<file path="src/rtl/lsseq_pkg.sv">
package lsseq_pkg;
  localparam int REQ_N  = 7;
  localparam int RQ_RD0 = 0;
  localparam int RQ_RD1 = 1;
  localparam int RQ_RD2 = 2;
  localparam int RQ_WR0 = 3;
  localparam int RQ_WR1 = 4;
  localparam int RQ_AD  = 5;
  localparam int RQ_ST  = 6;

  typedef struct packed {
    logic       capIssue;
    logic [2:0] capOp;
    logic       capLd;
  } strobe_t;
endpackage

</file>
<file path="src/rtl/lsseq_reqbank.sv">
module lsseq_reqbank #(
  parameter int N = 7
) (
  input  logic         clk,
  input  logic         rstN,
  input  logic [N-1:0] setIn,
  input  logic [N-1:0] goIn,
  output logic [N-1:0] reqOut
);
  logic [N-1:0] reqQ;

  // One set/clear cell per request; the clear wins when both arrive together.
  for (genvar g = 0; g < N; g++) begin : g_cell
    always_ff @(posedge clk) begin
      if (!rstN) reqQ[g] <= 1'b0;
      else       reqQ[g] <= (reqQ[g] | setIn[g]) & ~goIn[g];
    end

    p_fall_needs_go_r2: assert property (@(posedge clk) disable iff (!rstN)
      $fell(reqQ[g]) |-> $past(goIn[g]));
    p_go_drops_req_r2: assert property (@(posedge clk) disable iff (!rstN)
      (reqQ[g] && goIn[g]) |=> !reqQ[g]);
  end

  assign reqOut = reqQ;
endmodule

</file>
<file path="src/rtl/lsseq_ctrl.sv">
module lsseq_ctrl
  import lsseq_pkg::*;
(
  input  logic       clk,
  input  logic       rstN,
  input  logic       issueIn,
  input  logic       opStore,
  input  logic       opImm,
  input  logic       opUpdate,
  input  logic [2:0] rdGo,
  input  logic [1:0] wrGo,
  input  logic       adGo,
  input  logic       stGo,
  input  logic       memLdValid,
  output logic [2:0] rdReq,
  output logic [1:0] wrReq,
  output logic       adReq,
  output logic       stReq,
  output logic       busy,
  output logic       memAddrOk,
  output logic       memAddrStb,
  output strobe_t    strobes
);
  logic [REQ_N-1:0] reqQ, reqSet, reqGo;
  logic busyQ, isStore, isImm, isUpd, aluValidQ, addrOkQ;
  logic stLaunched, ldGot, wr1Launched;
  logic accept, aluValid, addrStb, adGrant, stStart, ldCap, finish;

  assign reqGo    = {stGo, adGo, wrGo, rdGo};
  assign accept   = issueIn & ~busyQ;
  assign aluValid = busyQ & ~reqQ[RQ_RD0] & ~reqQ[RQ_RD1];
  assign addrStb  = aluValid & ~aluValidQ;
  assign adGrant  = adGo & reqQ[RQ_AD];
  assign stStart  = busyQ & isStore & addrOkQ & ~reqQ[RQ_RD2] & ~stLaunched;
  assign ldCap    = busyQ & ~isStore & addrOkQ & memLdValid & ~ldGot;
  assign finish   = busyQ & addrOkQ & (isStore ? stLaunched : ldGot)
                  & (~isUpd | wr1Launched) & ~(|reqQ);

  always_comb begin
    reqSet         = '0;
    reqSet[RQ_RD0] = accept;
    reqSet[RQ_RD1] = accept & ~opImm;
    reqSet[RQ_RD2] = accept & opStore;
    reqSet[RQ_WR0] = ldCap;
    reqSet[RQ_WR1] = adGrant & isUpd;
    reqSet[RQ_AD]  = addrStb;
    reqSet[RQ_ST]  = stStart;
  end

  lsseq_reqbank #(.N(REQ_N)) reqBank_i (
    .clk    (clk),
    .rstN   (rstN),
    .setIn  (reqSet),
    .goIn   (reqGo),
    .reqOut (reqQ)
  );

  always_ff @(posedge clk) begin
    if (!rstN) begin
      busyQ       <= 1'b0;
      isStore     <= 1'b0;
      isImm       <= 1'b0;
      isUpd       <= 1'b0;
      aluValidQ   <= 1'b0;
      addrOkQ     <= 1'b0;
      stLaunched  <= 1'b0;
      ldGot       <= 1'b0;
      wr1Launched <= 1'b0;
    end else begin
      aluValidQ <= aluValid;
      if (accept) begin
        busyQ       <= 1'b1;
        isStore     <= opStore;
        isImm       <= opImm;
        isUpd       <= opUpdate;
        addrOkQ     <= 1'b0;
        stLaunched  <= 1'b0;
        ldGot       <= 1'b0;
        wr1Launched <= 1'b0;
      end else if (finish) begin
        busyQ   <= 1'b0;
        addrOkQ <= 1'b0;
      end else begin
        if (adGrant)         addrOkQ     <= 1'b1;
        if (stStart)         stLaunched  <= 1'b1;
        if (ldCap)           ldGot       <= 1'b1;
        if (adGrant & isUpd) wr1Launched <= 1'b1;
      end
    end
  end

  assign strobes.capIssue = accept;
  assign strobes.capOp    = rdGo & reqQ[RQ_RD2:RQ_RD0];
  assign strobes.capLd    = ldCap;

  assign rdReq      = reqQ[RQ_RD2:RQ_RD0];
  assign wrReq      = reqQ[RQ_WR1:RQ_WR0];
  assign adReq      = reqQ[RQ_AD];
  assign stReq      = reqQ[RQ_ST];
  assign busy       = busyQ;
  assign memAddrOk  = addrOkQ;
  assign memAddrStb = addrStb;

  p_busy_rise_r1: assert property (@(posedge clk) disable iff (!rstN)
    $rose(busyQ) |-> $past(issueIn));
  p_load_no_op3_r3: assert property (@(posedge clk) disable iff (!rstN)
    (busyQ && !isStore) |-> !reqQ[RQ_RD2]);
  p_imm_no_op2_r3: assert property (@(posedge clk) disable iff (!rstN)
    (busyQ && isImm) |-> !reqQ[RQ_RD1]);
  p_stb_single_r5: assert property (@(posedge clk) disable iff (!rstN)
    addrStb |=> !addrStb);
  p_store_no_wr0_r7: assert property (@(posedge clk) disable iff (!rstN)
    (busyQ && isStore) |-> !reqQ[RQ_WR0]);
  p_load_no_st_r8: assert property (@(posedge clk) disable iff (!rstN)
    (busyQ && !isStore) |-> !reqQ[RQ_ST]);
  p_no_upd_no_wr1_r9: assert property (@(posedge clk) disable iff (!rstN)
    (busyQ && !isUpd) |-> !reqQ[RQ_WR1]);
  p_idle_quiet_r11: assert property (@(posedge clk) disable iff (!rstN)
    !busyQ |-> (reqQ == '0));
endmodule

</file>
<file path="src/rtl/lsseq_dpath.sv">
module lsseq_dpath
  import lsseq_pkg::*;
#(
  parameter int DATA_W = 64,
  parameter int ADDR_W = 16
) (
  input  logic              clk,
  input  logic              rstN,
  input  strobe_t           strobes,
  input  logic              opImm,
  input  logic [3:0]        opLen,
  input  logic              opRevBit,
  input  logic [DATA_W-1:0] immIn,
  input  logic [DATA_W-1:0] rdData0,
  input  logic [DATA_W-1:0] rdData1,
  input  logic [DATA_W-1:0] rdData2,
  input  logic [DATA_W-1:0] memLdData,
  output logic [ADDR_W-1:0] memAddr,
  output logic [DATA_W-1:0] memStData,
  output logic [DATA_W-1:0] wrData0,
  output logic [DATA_W-1:0] wrData1
);
  localparam int NBYTES = DATA_W / 8;

  logic [DATA_W-1:0] baseQ, indexQ, stDataQ, immQ, ldQ, sum;
  logic              immSel, keepOrder;
  logic [3:0]        lenQ;

  function automatic logic [DATA_W-1:0] fmtBytes(
    input logic [DATA_W-1:0] d, input logic [3:0] len, input logic keep);
    logic [DATA_W-1:0] r;
    int n;
    n = (int'(len) > NBYTES) ? NBYTES : int'(len);
    r = '0;
    for (int i = 0; i < NBYTES; i++) begin
      if (i < n) r[i*8 +: 8] = keep ? d[i*8 +: 8] : d[(n-1-i)*8 +: 8];
    end
    return r;
  endfunction

  always_ff @(posedge clk) begin
    if (!rstN) begin
      baseQ <= '0; indexQ <= '0; stDataQ <= '0; immQ <= '0; ldQ <= '0;
      immSel <= 1'b0; keepOrder <= 1'b0; lenQ <= '0;
    end else begin
      if (strobes.capIssue) begin
        immQ      <= immIn;
        immSel    <= opImm;
        lenQ      <= opLen;
        keepOrder <= opRevBit;
      end
      if (strobes.capOp[0]) baseQ   <= rdData0;
      if (strobes.capOp[1]) indexQ  <= rdData1;
      if (strobes.capOp[2]) stDataQ <= rdData2;
      if (strobes.capLd)    ldQ     <= fmtBytes(memLdData, lenQ, keepOrder);
    end
  end

  assign sum       = baseQ + (immSel ? immQ : indexQ);
  assign memAddr   = sum[ADDR_W-1:0];
  assign wrData1   = DATA_W'(memAddr);
  assign memStData = fmtBytes(stDataQ, lenQ, keepOrder);
  assign wrData0   = ldQ;
endmodule

</file>
<file path="src/rtl/lsseq_top.sv">
module lsseq_top
  import lsseq_pkg::*;
#(
  parameter int DATA_W = 64,
  parameter int ADDR_W = 16
) (
  input  logic              clk,
  input  logic              rstN,
  input  logic              issueIn,
  input  logic              opStore,
  input  logic              opImm,
  input  logic              opUpdate,
  input  logic [3:0]        opLen,
  input  logic              opRevBit,
  input  logic [DATA_W-1:0] immIn,
  output logic [2:0]        rdReq,
  input  logic [2:0]        rdGo,
  input  logic [DATA_W-1:0] rdData0,
  input  logic [DATA_W-1:0] rdData1,
  input  logic [DATA_W-1:0] rdData2,
  output logic [1:0]        wrReq,
  input  logic [1:0]        wrGo,
  output logic [DATA_W-1:0] wrData0,
  output logic [DATA_W-1:0] wrData1,
  output logic              adReq,
  input  logic              adGo,
  output logic              stReq,
  input  logic              stGo,
  output logic [ADDR_W-1:0] memAddr,
  output logic              memAddrOk,
  output logic              memAddrStb,
  output logic [DATA_W-1:0] memStData,
  input  logic              memLdValid,
  input  logic [DATA_W-1:0] memLdData,
  output logic              busy
);
  strobe_t strobes;

  lsseq_ctrl ctrl_i (
    .clk(clk), .rstN(rstN), .issueIn(issueIn), .opStore(opStore),
    .opImm(opImm), .opUpdate(opUpdate), .rdGo(rdGo), .wrGo(wrGo),
    .adGo(adGo), .stGo(stGo), .memLdValid(memLdValid), .rdReq(rdReq),
    .wrReq(wrReq), .adReq(adReq), .stReq(stReq), .busy(busy),
    .memAddrOk(memAddrOk), .memAddrStb(memAddrStb), .strobes(strobes)
  );

  lsseq_dpath #(.DATA_W(DATA_W), .ADDR_W(ADDR_W)) dpath_i (
    .clk(clk), .rstN(rstN), .strobes(strobes), .opImm(opImm),
    .opLen(opLen), .opRevBit(opRevBit), .immIn(immIn), .rdData0(rdData0),
    .rdData1(rdData1), .rdData2(rdData2), .memLdData(memLdData),
    .memAddr(memAddr), .memStData(memStData), .wrData0(wrData0),
    .wrData1(wrData1)
  );

  p_addr_stable_r6: assert property (@(posedge clk) disable iff (!rstN)
    (memAddrOk && $past(memAddrOk)) |-> $stable(memAddr));
  p_ok_needs_busy_r6: assert property (@(posedge clk) disable iff (!rstN)
    memAddrOk |-> busy);
endmodule

</file>
<file path="config.mk">
export PLATFORM = sky130hd
export DESIGN_NAME = lsseq_top
export DESIGN_NICKNAME = d
export VERILOG_FILES = /design/src/rtl/lsseq_pkg.sv /design/src/rtl/lsseq_reqbank.sv /design/src/rtl/lsseq_ctrl.sv /design/src/rtl/lsseq_dpath.sv /design/src/rtl/lsseq_top.sv
export SDC_FILE = /design/constraint.sdc
export NUM_CORES = 1
export LEC_CHECK = 0
export ABC_AREA = 1
export BUFFER_PORTS_ARGS = -buffer_cell sky130_fd_sc_hd__clkbuf_2
export CAP_MARGIN = 5
export CORE_AREA = 2 2 218 220
export DETAILED_ROUTE_END_ITERATION = 10
export DIE_AREA = 0 0 220 222
export PLACE_DENSITY = 0.65
export SYNTH_ARGS = -nofsm -noshare
export SYNTH_HDL_FRONTEND = slang
export SYNTH_SLANG_ARGS = --single-unit
export TNS_END_PERCENT = 20
</file>
<file path="constraint.sdc">
create_clock -name clk -period 4.8 [get_ports clk]
set_input_delay 0.24 -clock clk [delete_from_list [all_inputs] [get_ports clk]]
set_output_delay 0.24 -clock clk [all_outputs]
set_load 0.02 [all_outputs]
</file>
; Word-level counts from Yosys, hierarchy flattened
; Index checks and enable logic that the tools add are counted.
[classes]
reduce_logical = 7
multipliers = 0
eq_ne = 0
order_cmp = 9
addsub = 9
n_bitwise = 56
n_mux = 37
div = 0
n_shift = 16
[ops]
columns = cell, n
row1 = variable part select 64 x 32 -> 8 bit, 16
row2 = two-way mux 8 bit, 32
row3 = "< comparator 4 x 32 -> 1 bit, first input constant", 4
row4 = "subtractor 29 x 4 -> 29 bit, second input constant", 4
row5 = "< comparator 3 x 32 -> 1 bit, first input constant", 2
row6 = "subtractor 29 x 3 -> 29 bit, second input constant", 2
row7 = "< comparator 1 x 32 -> 1 bit, first input constant", 1
row8 = "< comparator 2 x 32 -> 1 bit, first input constant", 1
row9 = "subtractor 29 x 2 -> 29 bit, second input constant", 1
row10 = AND 1 bit, 27
row11 = inverter 1 bit, 20
row12 = adder 16 bit, 1
row13 = two-way mux 16 bit, 1
row14 = bitwise OR 1 bit, 8
row15 = OR reduction 7 bit, 1
row16 = AND reduction 2 bit, 3
row17 = "subtractor 4 x 1 -> 5 bit, second input constant", 1
row18 = "> comparator 4 bit, second input constant", 1
row19 = two-way mux 4 bit, 1
row20 = AND 3 bit, 1
row21 = two-way mux 1 bit, 3
row22 = OR reduction 3 bit, 1
row23 = nonzero test 2 bit, 1
row24 = OR reduction 2 bit, 1
[totals]
latchBits = 0
elab_cells = 157
output_inout_bits = 218
reg_bits = 197
ramBits = 0
input_bits = 339
n_memories = 0
rom_bits = 0

; Depth between registers and ports, before layout
; Gate-level depths: netlist of the first run.
[depth]
ltp_word = 7
mapped_depth = 22
mapped_depth_nobuf = 17

; Cells and area by module
; From an unflattened synthesis of the first run, not the netlist that was laid out.
[unflattened]
cells_unflattened = 2401
hier_area_um2 = 14391.3
[by_module_without_submodules]
columns = mod, instances, seq_area_each_um2, area_per_inst_um2, cells_per_inst
row1 = lsseq_dpath, 1, 3643.5, 13744.4, 2302
row2 = lsseq_ctrl, 1, 160.2, 401.6, 64
row3 = lsseq_reqbank, 1, 140.1, 245.2, 35

; Least setup slack after synthesis of the first run
; OpenSTA, ideal clock, no wires.
[synth_timing]
path_kind = reg2out
start = register dpath_i.lenQ[3]
end = output memStData[55]
t_required_ns = 4.560
path_stages_with_launch = 19
arrival_ns = 3.508
n_path_buf = 6
slack_ns = 1.052
cell_sequence = dfxtp_1 -> inv_2 -> buf_6 -> nand2_2 -> buf_2 -> buf_1 -> ha_1 -> inv_1 -> nand3_1 -> nand2_2 -> clkbuf_1 -> ha_1 -> clkbuf_1 -> clkbuf_1 -> nand2_1 -> o21ai_0 -> nand2_1 -> o21a_1 -> nor2_1
[synth_via]
elab_chain_len = 7
elab_cells_between_ends = 8
classes_between = 2 x add/sub / 2 x order compare / 1 x shift / 3 x mux
[synth_rtl]
columns = element, line_no
row1 = start: declaration, lsseq_dpath.sv:27  ; logic [3:0] lenQ;
row2 = start signal: assignment, lsseq_dpath.sv:49  ; lenQ <= opLen;
row3 = > comparator 4 bit, lsseq_dpath.sv:33  ; n = (int'(len) > NBYTES) ? NBYTES : int'(len);
row4 = two-way mux 4 bit *, lsseq_dpath.sv:33
row5 = subtractor 4 x 1 -> 5 bit, lsseq_dpath.sv:36  ; if (i < n) r[i*8 +: 8] = keep ? d[i*8 +: 8] : d[(n-1-i)*8 +: 8];
row6 = subtractor 29 x 4 -> 29 bit, lsseq_dpath.sv:36
row7 = variable part select 64 x 32 -> 8 bit, lsseq_dpath.sv:36
row8 = two-way mux 8 bit, lsseq_dpath.sv:36
row9 = two-way mux 8 bit *, lsseq_dpath.sv:36
row10 = end: declaration, lsseq_top.sv:32  ; output logic [DATA_W-1:0] memStData,
; Mark *: on every way between the ends. The rest lies on a longest branch, timed or not.

; Worst setup path after layout of the first run
; Ends and elaborated chain as after synthesis.

==> results of run 1 <==
## critical path, cell delays in order (launching register included)
cell and delay, ns:
dfxtp_1 0.32, inv_2 0.32, nand2_2 0.17, ha_1 0.25, inv_1 0.14, nand3_1 0.15, nand2_2 0.12, buf_4 0.32
ha_1 0.23, inv_1 0.04, nand2_1 0.07, nand2_1 0.07, inv_1 0.06, nand3_2 0.37, o21a_1 0.34, nor2_1 0.45
clkbuf_2 0.28
## through the flow
| stage | util | worst slack, ns | area [um2] |
|---|---|---|---|
| after floorplan | - | 1.05 | 14500 |
| after global placement | 0.350 | 0.938 | 16200 |
| after detailed placement | 0.350 | 0.940 | 16200 |
| after CTS | 0.374 | 0.368 | 17300 |
| after global routing | 0.374 | 0.135 | 17300 |
| final | 0.375 | 0.328 | 17300 |
## flip-flops by register name, summed over array words and instances (netlist names), 4 cells and up
name	flops
dpath_i.stDataQ	64
dpath_i.baseQ	16
dpath_i.wrData0	64
dpath_i.indexQ	16
dpath_i.lenQ	4
dpath_i.immQ	16
ctrl_i.reqBank_i.reqOut	7
## placed cells by master, fill, tap and decap left out, drive strengths merged, types with 3 or more instances in the layout
cell	n
a211oi	5
a21oi	254
a221oi	7
buf	30
clkbuf	380
clkinv	5
clkinvlp	3
conb	48
dfxtp	197
diode	7
dlygate4sd3	56
ha	21
inv	193
mux2i	9
nand2	669
nand3	188
nand3b	11
nand4	4
nor2	186
o2111ai	7
o211ai	43
o21a	3
o21ai	368
o221ai	3
xnor2	3
xor2	11
## cells in the mapped netlist, types with 2 or more instances
| library cell | instances | area (um2) |
|---|---|---|
| nand3_2 | 3 | 30.0 |
| nand3b_1 | 11 | 82.6 |
| nor2_1 | 180 | 676 |
| o21ai_0 | 362 | 1810 |
| buf_1 | 13 | 48.8 |
| buf_4 | 67 | 503 |
| xnor2_1 | 3 | 26.3 |
| inv_1 | 181 | 679 |
| nand3_1 | 185 | 926 |
| o221ai_1 | 3 | 26.3 |
| and2_1 | 2 | 12.5 |
| buf_2 | 35 | 175 |
| dfxtp_1 | 197 | 3940 |
| nor2_4 | 4 | 45.0 |
| inv_2 | 5 | 18.8 |
| a221oi_1 | 7 | 61.3 |
| a21oi_1 | 254 | 1270 |
| xor2_1 | 11 | 96.3 |
| o21ai_1 | 5 | 25.0 |
| o21a_1 | 3 | 22.5 |
| o211ai_1 | 43 | 323 |
| nor2_2 | 2 | 12.5 |
| mux2i_1 | 9 | 90.1 |
| nor3_1 | 2 | 10.0 |
| o2111ai_1 | 7 | 61.3 |
| a211oi_1 | 5 | 37.5 |
| nand2_1 | 665 | 2500 |
| clkbuf_1 | 113 | 424 |
| nand4_1 | 4 | 25.0 |
| nand2_2 | 3 | 18.8 |
| buf_6 | 3 | 33.8 |
| ha_1 | 21 | 263 |
## how the worst max path moves through the flow
stage | to | slack (ns) | cells past startpoint | from
2_1_floorplan | memStData[55] | 1.05 | 18 | dpath_i.lenQ[3]
3_3_place_gp | memStData[50] | 0.94 | 13 | dpath_i.lenQ[3]
3_5_place_dp | memStData[50] | 0.94 | 13 | dpath_i.lenQ[3]
4_1_cts | memStData[50] | 0.37 | 13 | dpath_i.lenQ[3]
5_1_grt | memStData[55] | 0.13 | 16 | dpath_i.lenQ[3]
6_report | memStData[55] | 0.33 | 16 | dpath_i.lenQ[3]
## layer usage
| layer | global-route usage | vias up |
|---|---|---|
| li1 | - | 8443 |
| met3 | 0.0765 | 104 |
| met5 | 0 | - |
| met2 | 0.365 | 859 |
| met4 | 0.0950 | 20 |
| met1 | 0.341 | 7593 |
## where the power goes
group	internal [mW]	switching, mW	total, mW
sequential	1.67	0.0293	1.70
clock	0.725	0.753	1.48
combinational	0.559	1.31	1.87
## layout make-up
| type | instances | share of cell area |
|---|---|---|
| multi-input combinational | 1849 | 0.504 |
| tap | 607 | 0.0438 |
| timing repair buffer | 449 | 0.150 |
| clock inverter | 15 | 0.00823 |
| sequential | 197 | 0.228 |
| antenna | 7 | 0.00101 |
| inverter | 187 | 0.0407 |
| clock buffer | 17 | 0.0246 |
## logic make-up after synthesis
group	count (synthesis)	synth area share
buffers and inverters	418	0.131
AND/OR/NAND/NOR	1063	0.303
adder cells (fa/ha/maj)	22	0.0197
flip-flops	197	0.275
other	1	0.000261
AO/OA/AOI/OAI	693	0.256
XOR/XNOR	14	0.00854
multiplexers	9	0.00628
==> out/metrics.sh, run 1 <==
CAP_VIOL_MAX_COUNT=0
DETAIL_ROUTE.WIRELENGTH.MET1_UM=27300
FIRST_GLOBAL_VIAS=15000
YOSYS_MOST_USED_DFF='dfxtp_1'
CELL_AREA_AFTER_SYNTHESIS_MM2=0.0144
POST_ROUTE_CELLS_DRIVE_ABOVE_1_SHARE=0.167
ANTENNA_FOUND_INITIAL=18
PORT_BUFFERS=364
TIGHTESTPINTRANSITION_NS=1.14
MAX-SLEW-MARGIN-REL=0.239
POST-DP-HPWL_UM=47500
DIE_H_UM=222
VIA_PER_INST=5.11
SYNTH-SEQ-CELLS=197
TIMING.FINAL.MAX_SLEW_VIOLATIONS=0
GP_ROUTABILITY_CONGESTION=0.964
REG2REGPATHDEPTH=16
AVGSYNTHCELLAREA_UM2=5.94
CLOCK-SKEW-FINAL_NS=0.0164
HOLD_PATH_END='dpath_i.immQ[10]'
SYNTHARSTFLOPSHARE=0
SYN_INST=2417
FINAL_CELLS=3328
DRT-INITIAL-DRC-COUNT=1690
WORSTSETUPPATHTYPE='flip-flop to output pin'
UNREPAIRED_SETUP_ENDPOINTS_AFTER_GLOBAL_ROUTING='false'
AREA.SEQUENTIAL_MM2=0.00395
NETS=3062
VIAS=17000
MAX-VDD-IR-DROP_uV=268
FLOW.AREA_GROWTH_FROM_SYNTHESIS_PCT=20.7
YOSYSUNIQUECELLTYPES=41
MET2_WIRELENGTH_UM=26300
HOLDCRITSTARTPOINT='immIn[10]'
CTS_INSERTED_BUFFERS=17
CRITICAL_PATH_REQUIRED_NS=4.56
DRT_DRC_VIOLATIONS_LEFT=0
SYNTHESIS_WARNINGS=0
NFILLCELLS=5216
R2R_START='dpath_i.lenQ[3]'
HOLDPATHSTAGES=3
DIE_X_UM=220
DRT_TOTAL_WL_UM=62300
WIRE_LENGTH_OF_THE_FIRST_GLOBAL_ROUTING_PASS_UM=92300
MULTI_INPUT_AREA_MM2=0.00873
SETUP_TNS_NS=0
MIN_PATH_TYPE='input port to flip-flop'
DETAIL-ROUTE-ANTENNA-NETS=0
SYNTH.YOSYS.SEQ_AREA_SHARE=0.275
DESIGN.CORE.AREA_MM2=0.0463
CTS.CLK_SLEW.WORST_PATHS_NS=0.08
CLK_LATENCY_NS=0.51
STATUS='complete, no violations'
COUNT_OF_HOLD_FIX_BUFFERS_INSERTED_AT_CTS=56
TOTAL_ITERATIONS_OF_THE_FIRST_DETAILED_ROUTING_RUN=6
LAYOUT_MIN_CYCLE_TIME_NS=4.47
ENDPOINTS_FAILING_SETUP=0
FP.DIEAREA_MM2=0.0488
CLK_ROOT_BUFFER_CELL='clkbuf_16'
CELLLEAKAGEPOWER_nW=8.21
CTS_MAX_LEVEL=4
MAXIMUM_OPERATING_FREQUENCY_MHz=224
CRIT_ARRIVAL_NS=4.23
TIMING.CRITICAL_PATH.FANOUT_MAX=26
SUM_OF_MET3_WIRE_SEGMENT_LENGTHS_AFTER_DETAILED_ROUTING_UM=6610
WORSTREG2REGEND='dpath_i.wrData0[49]'
P_PER_AREA_mW_PER_MM2=291
FLOORPLAN.ROWS=79
GRT_START_MAX_NET_PINS=103
CLK_SINKS=197
POST_CTS.REPAIR.SETUP_BUFFERS=0
GR-USAGE-ALL-LAYERS=0.250
WORST_HOLD_SLACK_NS=0.0205
TRITONCTS='done'
TOP_SIGNAL_LAYER_USED='met5'
INITIAL_CORE_UTIL=0.310
CP-START-KIND='flip-flop'
CLOCK_PATH_BUFFERS=2
DPL.CELL_COUNT=3233
SYNTH-EDFF-COUNT=0
DETAIL_ROUTE.WL_PER_CELL_UM=18.7
CTS.REPAIR.RESIZED=0
REPORT.FINAL.HOLD_VIOL_COUNT=0
GRT_OVERFLOW=0
NUM_IO_PINS=557
ENDPOINT_KIND='output pin'
R2R_SETUP_SLACK_NS=0.86
FIN_TOTAL_PWR_mW=5.05
FINAL_MIN_PERIOD_OVER_CLOCK_PERIOD=0.932
Note: power is estimated with default switching activity, not from simulation.
==> inputs of run 2 (changes only) <==
--- a/config.mk
+++ b/config.mk
@@ -5,12 +5,11 @@
 export SDC_FILE = /design/constraint.sdc
 export NUM_CORES = 1
 export LEC_CHECK = 0
-export ABC_AREA = 1
 export BUFFER_PORTS_ARGS = -buffer_cell sky130_fd_sc_hd__clkbuf_2
 export CAP_MARGIN = 5
-export CORE_AREA = 2 2 218 220
+export CORE_AREA = 2 2 214 216
 export DETAILED_ROUTE_END_ITERATION = 10
-export DIE_AREA = 0 0 220 222
+export DIE_AREA = 0 0 216 218
 export PLACE_DENSITY = 0.65
 export SYNTH_ARGS = -nofsm -noshare
 export SYNTH_HDL_FRONTEND = slang
==> run 2 against run 1 <==
Compared with the run above:
- largest cell class unchanged
- flip-flop and latch count did not move
- global-route usage rose by 0.58 points
- maximum frequency fell by 0.31%
- clock-buffer cell count rose by 3
- worst setup slack got worse by 0.014 ns
- power fell by 13%
- synthesized cell count fell by 30%
- sequential share of layout area fell by 0.42 points
- sequential power barely moved
- clock power barely moved
- design area rose by 2.0%
==> out/metrics.sh, run 2 <==
NUM_IO_PINS=557  # unchanged
CLK_LATENCY_NS=0.50  # about the same
FLOW.AREA_GROWTH_FROM_SYNTHESIS_PCT=28.2
WIRE_LENGTH_OF_THE_FIRST_GLOBAL_ROUTING_PASS_UM=89900  # -2.6%
STATUS='complete, no violations'
CP-START-KIND='flip-flop'
GR-USAGE-ALL-LAYERS=0.255  # +0.00577
CTS.CLK_SLEW.WORST_PATHS_NS=0.08  # about the same
ENDPOINTS_FAILING_SETUP=0  # unchanged
WORST_HOLD_SLACK_NS=0.0318  # +0.0113 ns
FINAL_COMMON_CELL='clkbuf_2'
VIAS=14700  # -14%
TRITONCTS='done'
DRT_TOTAL_WL_UM=61300  # -1.7%
MULTI_INPUT_AREA_MM2=0.00894  # +2.5%
GP_ROUTABILITY_CONGESTION=0.916  # -5.0%
SYNTH.YOSYS.SEQ_AREA_SHARE=0.286  # +0.0114
MAX-SLEW-MARGIN-REL=0.246  # +0.00733
POSTLAYOUTSETUPSLACKWORST_NS=0.314  # -0.0139 ns
GRT_START_MAX_NET_PINS=102  # -0.97%
TIMING.CRITICAL_PATH.FANOUT_MAX=27  # +3.8%
ENDPOINT_KIND='output pin'
DRT-INITIAL-DRC-COUNT=1310  # -22%
HOLDPATHSTAGES=3  # unchanged
SYNTH_TOP_CELLS_BY_AREA='dfxtp_1, mux2i_1, nand2_1'
CLK_ROOT_BUFFER_CELL='clkbuf_16'
CRIT_ARRIVAL_NS=4.25  # +0.02 ns
SETUP_TNS_NS=0  # unchanged
FIRST_GLOBAL_VIAS=14100  # -5.8%
WORSTSETUPPATHTYPE='flip-flop to output pin'
DESIGN.CORE.AREA_MM2=0.0449  # -3.0%
GRT_OVERFLOW=0  # unchanged
INITIAL_CORE_UTIL=0.307  # -0.00332
FP.DIEAREA_MM2=0.0471  # -3.6%
DIE_X_UM=216  # -1.8%
SYNTH-SEQ-CELLS=197  # unchanged
CRITICAL_PATH_REQUIRED_NS=4.56  # about the same
DIE_H_UM=218  # -1.8%
CLK_SINKS=197  # unchanged
CLOCK-SKEW-FINAL_NS=0.0112  # -0.00519 ns
DRT_DRC_VIOLATIONS_LEFT=0  # unchanged
ANTENNA_FOUND_INITIAL=8  # -10
FLOORPLAN.ROWS=78  # -1.3%
POST-ROUTE-UTIL=0.394  # +0.0190
SYNTH_LARGEST_TYPE_AREA_FRACTION=0.286  # +0.0114
NFILLCELLS=4595  # -12%
PORT_BUFFERS=364  # unchanged
TIMING.FINAL.MAX_SLEW_VIOLATIONS=0  # unchanged
MAX-VDD-IR-DROP_uV=267  # -0.48%
FINAL_CELLS=2704  # -19%
CELLLEAKAGEPOWER_nW=7.44  # -9.4%
FIN_TOTAL_PWR_mW=4.41  # -13%
MAXIMUM_OPERATING_FREQUENCY_MHz=223  # -0.31%
YOSYSUNIQUECELLTYPES=63  # +54%
DETAIL_ROUTE.WL_PER_CELL_UM=22.7  # +21%
LAYOUT_MIN_CYCLE_TIME_NS=4.49  # +0.0139 ns
YOSYS_MOST_USED_DFF='dfxtp_1'
P_PER_AREA_mW_PER_MM2=249  # -14%
R2R_SETUP_SLACK_NS=0.86  # about the same
FINISH.INSTANCE_AREA_MM2=0.0177  # +2.0%
DETAIL-ROUTE-ANTENNA-NETS=0  # unchanged
SYNTHARSTFLOPSHARE=0  # unchanged
VIA_PER_INST=5.43  # +6.2%
CLOCK_PATH_BUFFERS=2  # unchanged
YOSYSTOPAREACELL='dfxtp_1'
PLACE_AREA_MM2=0.0158  # -2.4%
SYN_INST=1688  # -30%
YS_TOP_CELLS_BY_COUNT='nand2_1, mux2i_1, dfxtp_1, a21oi_1, clkbuf_1'
CELL_AREA_AFTER_SYNTHESIS_MM2=0.0138  # -4.0%
CTS_INSERTED_BUFFERS=17  # unchanged
TIGHTESTPINTRANSITION_NS=1.13  # -0.00824 ns
SYNTH_MOST_COMMON_CELL='nand2_1'
SYNTH-EDFF-COUNT=0  # unchanged
MOST-COMMON-LAYOUT-CELLS='clkbuf_2, nand2_1, mux2i_1, dfxtp_1, a21oi_1'
AREA.SEQUENTIAL_MM2=0.00395  # about the same
PLACEMENT.SETUP.WORST_SLACK_NS=0.907  # -0.0331 ns
SYNTHESIS_WARNINGS=0  # unchanged
UNREPAIRED_SETUP_ENDPOINTS_AFTER_GLOBAL_ROUTING='false'
CTS_MAX_LEVEL=4  # unchanged
REG2REGPATHDEPTH=11  # -5
CAP_VIOL_MAX_COUNT=0  # unchanged
POST-DP-HPWL_UM=45300  # -4.5%
TOTAL_ITERATIONS_OF_THE_FIRST_DETAILED_ROUTING_RUN=5  # -1
POST_ROUTE_CELLS_DRIVE_ABOVE_1_SHARE=0.247  # +0.0805
CTS.REPAIR.RESIZED=0  # unchanged
NETS=2447  # -20%
AVGSYNTHCELLAREA_UM2=8.16  # +37%
DPL.CELL_COUNT=2539  # -21%
MIN_PATH_TYPE='input port to flip-flop'
REPORT.FINAL.HOLD_VIOL_COUNT=0  # unchanged
FINAL_MIN_PERIOD_OVER_CLOCK_PERIOD=0.935  # +0.00289
-- run 2: area by class of cell --
class	instances	area share
clock buffers	20	0.0253
inverters	19	0.00439
flip-flops and latches	197	0.223
multi-input cells	1325	0.506
diodes	7	0.000991
clock inverters	10	0.00708
repair buffers	526	0.190
well taps	600	0.0425
-- run 2: what timing repair did --
| action | 4_1_cts | 5_1_grt |
|---|---|---|
| endpoints found under the hold margin | 128 | 0 |
| setup buffers | 0 | 0 |
| hold buffers | 128 | 0 |
-- run 2: kinds of logic after synthesis --
| logic type | synth area share |
|---|---|
| AOI/OAI and AO/OA | 0.193 |
| xor gates and xnor gates | 0.0108 |
| adders and majority gates | 0.0205 |
| buffers and inverters | 0.0801 |
| DFF | 0.286 |
| muxes | 0.245 |
| other | 0.000272 |
| and+or+nand+nor | 0.164 |
-- run 2: critical path: stages, from the launching register on --
cell,delay [ns]
dfxtp_1,0.34
nor2b_4,0.18
clkinv_2,0.07
ha_1,0.39
xnor2_4,0.54
inv_4,0.34
ha_2,0.74
buf_4,0.32
mux2i_1,0.13
o21ai_0,0.41
clkbuf_2,0.26
-- run 2: path summary, 6_finish.rpt --
kind / from / end
setup / recovery: dpath_i.lenQ[0] / memStData[54]
hold / removal: memLdData[40] / dpath_i.wrData0[40]
setup reg to reg: dpath_i.lenQ[0] / dpath_i.wrData0[22]
hold reg to reg: dpath_i.indexQ[13] / dpath_i.indexQ[13]
-- run 2: power by group --
| part | internal, mW | switching, mW | leakage [nW] | total, mW |
|---|---|---|---|---|
| registers | 1.66 | 0.0332 | 1.59 | 1.69 |
| clock network | 0.778 | 0.702 | 0.265 | 1.48 |
| logic | 0.522 | 0.711 | 5.58 | 1.23 |
| total | 2.96 | 1.45 | 7.44 | 4.41 |
-- run 2: routing by layer --
layer	global-route usage	wire length, um
met5	0	23
met2	0.389	26900
met3	0.0760	5720
met1	0.335	26500
met4	0.109	2180
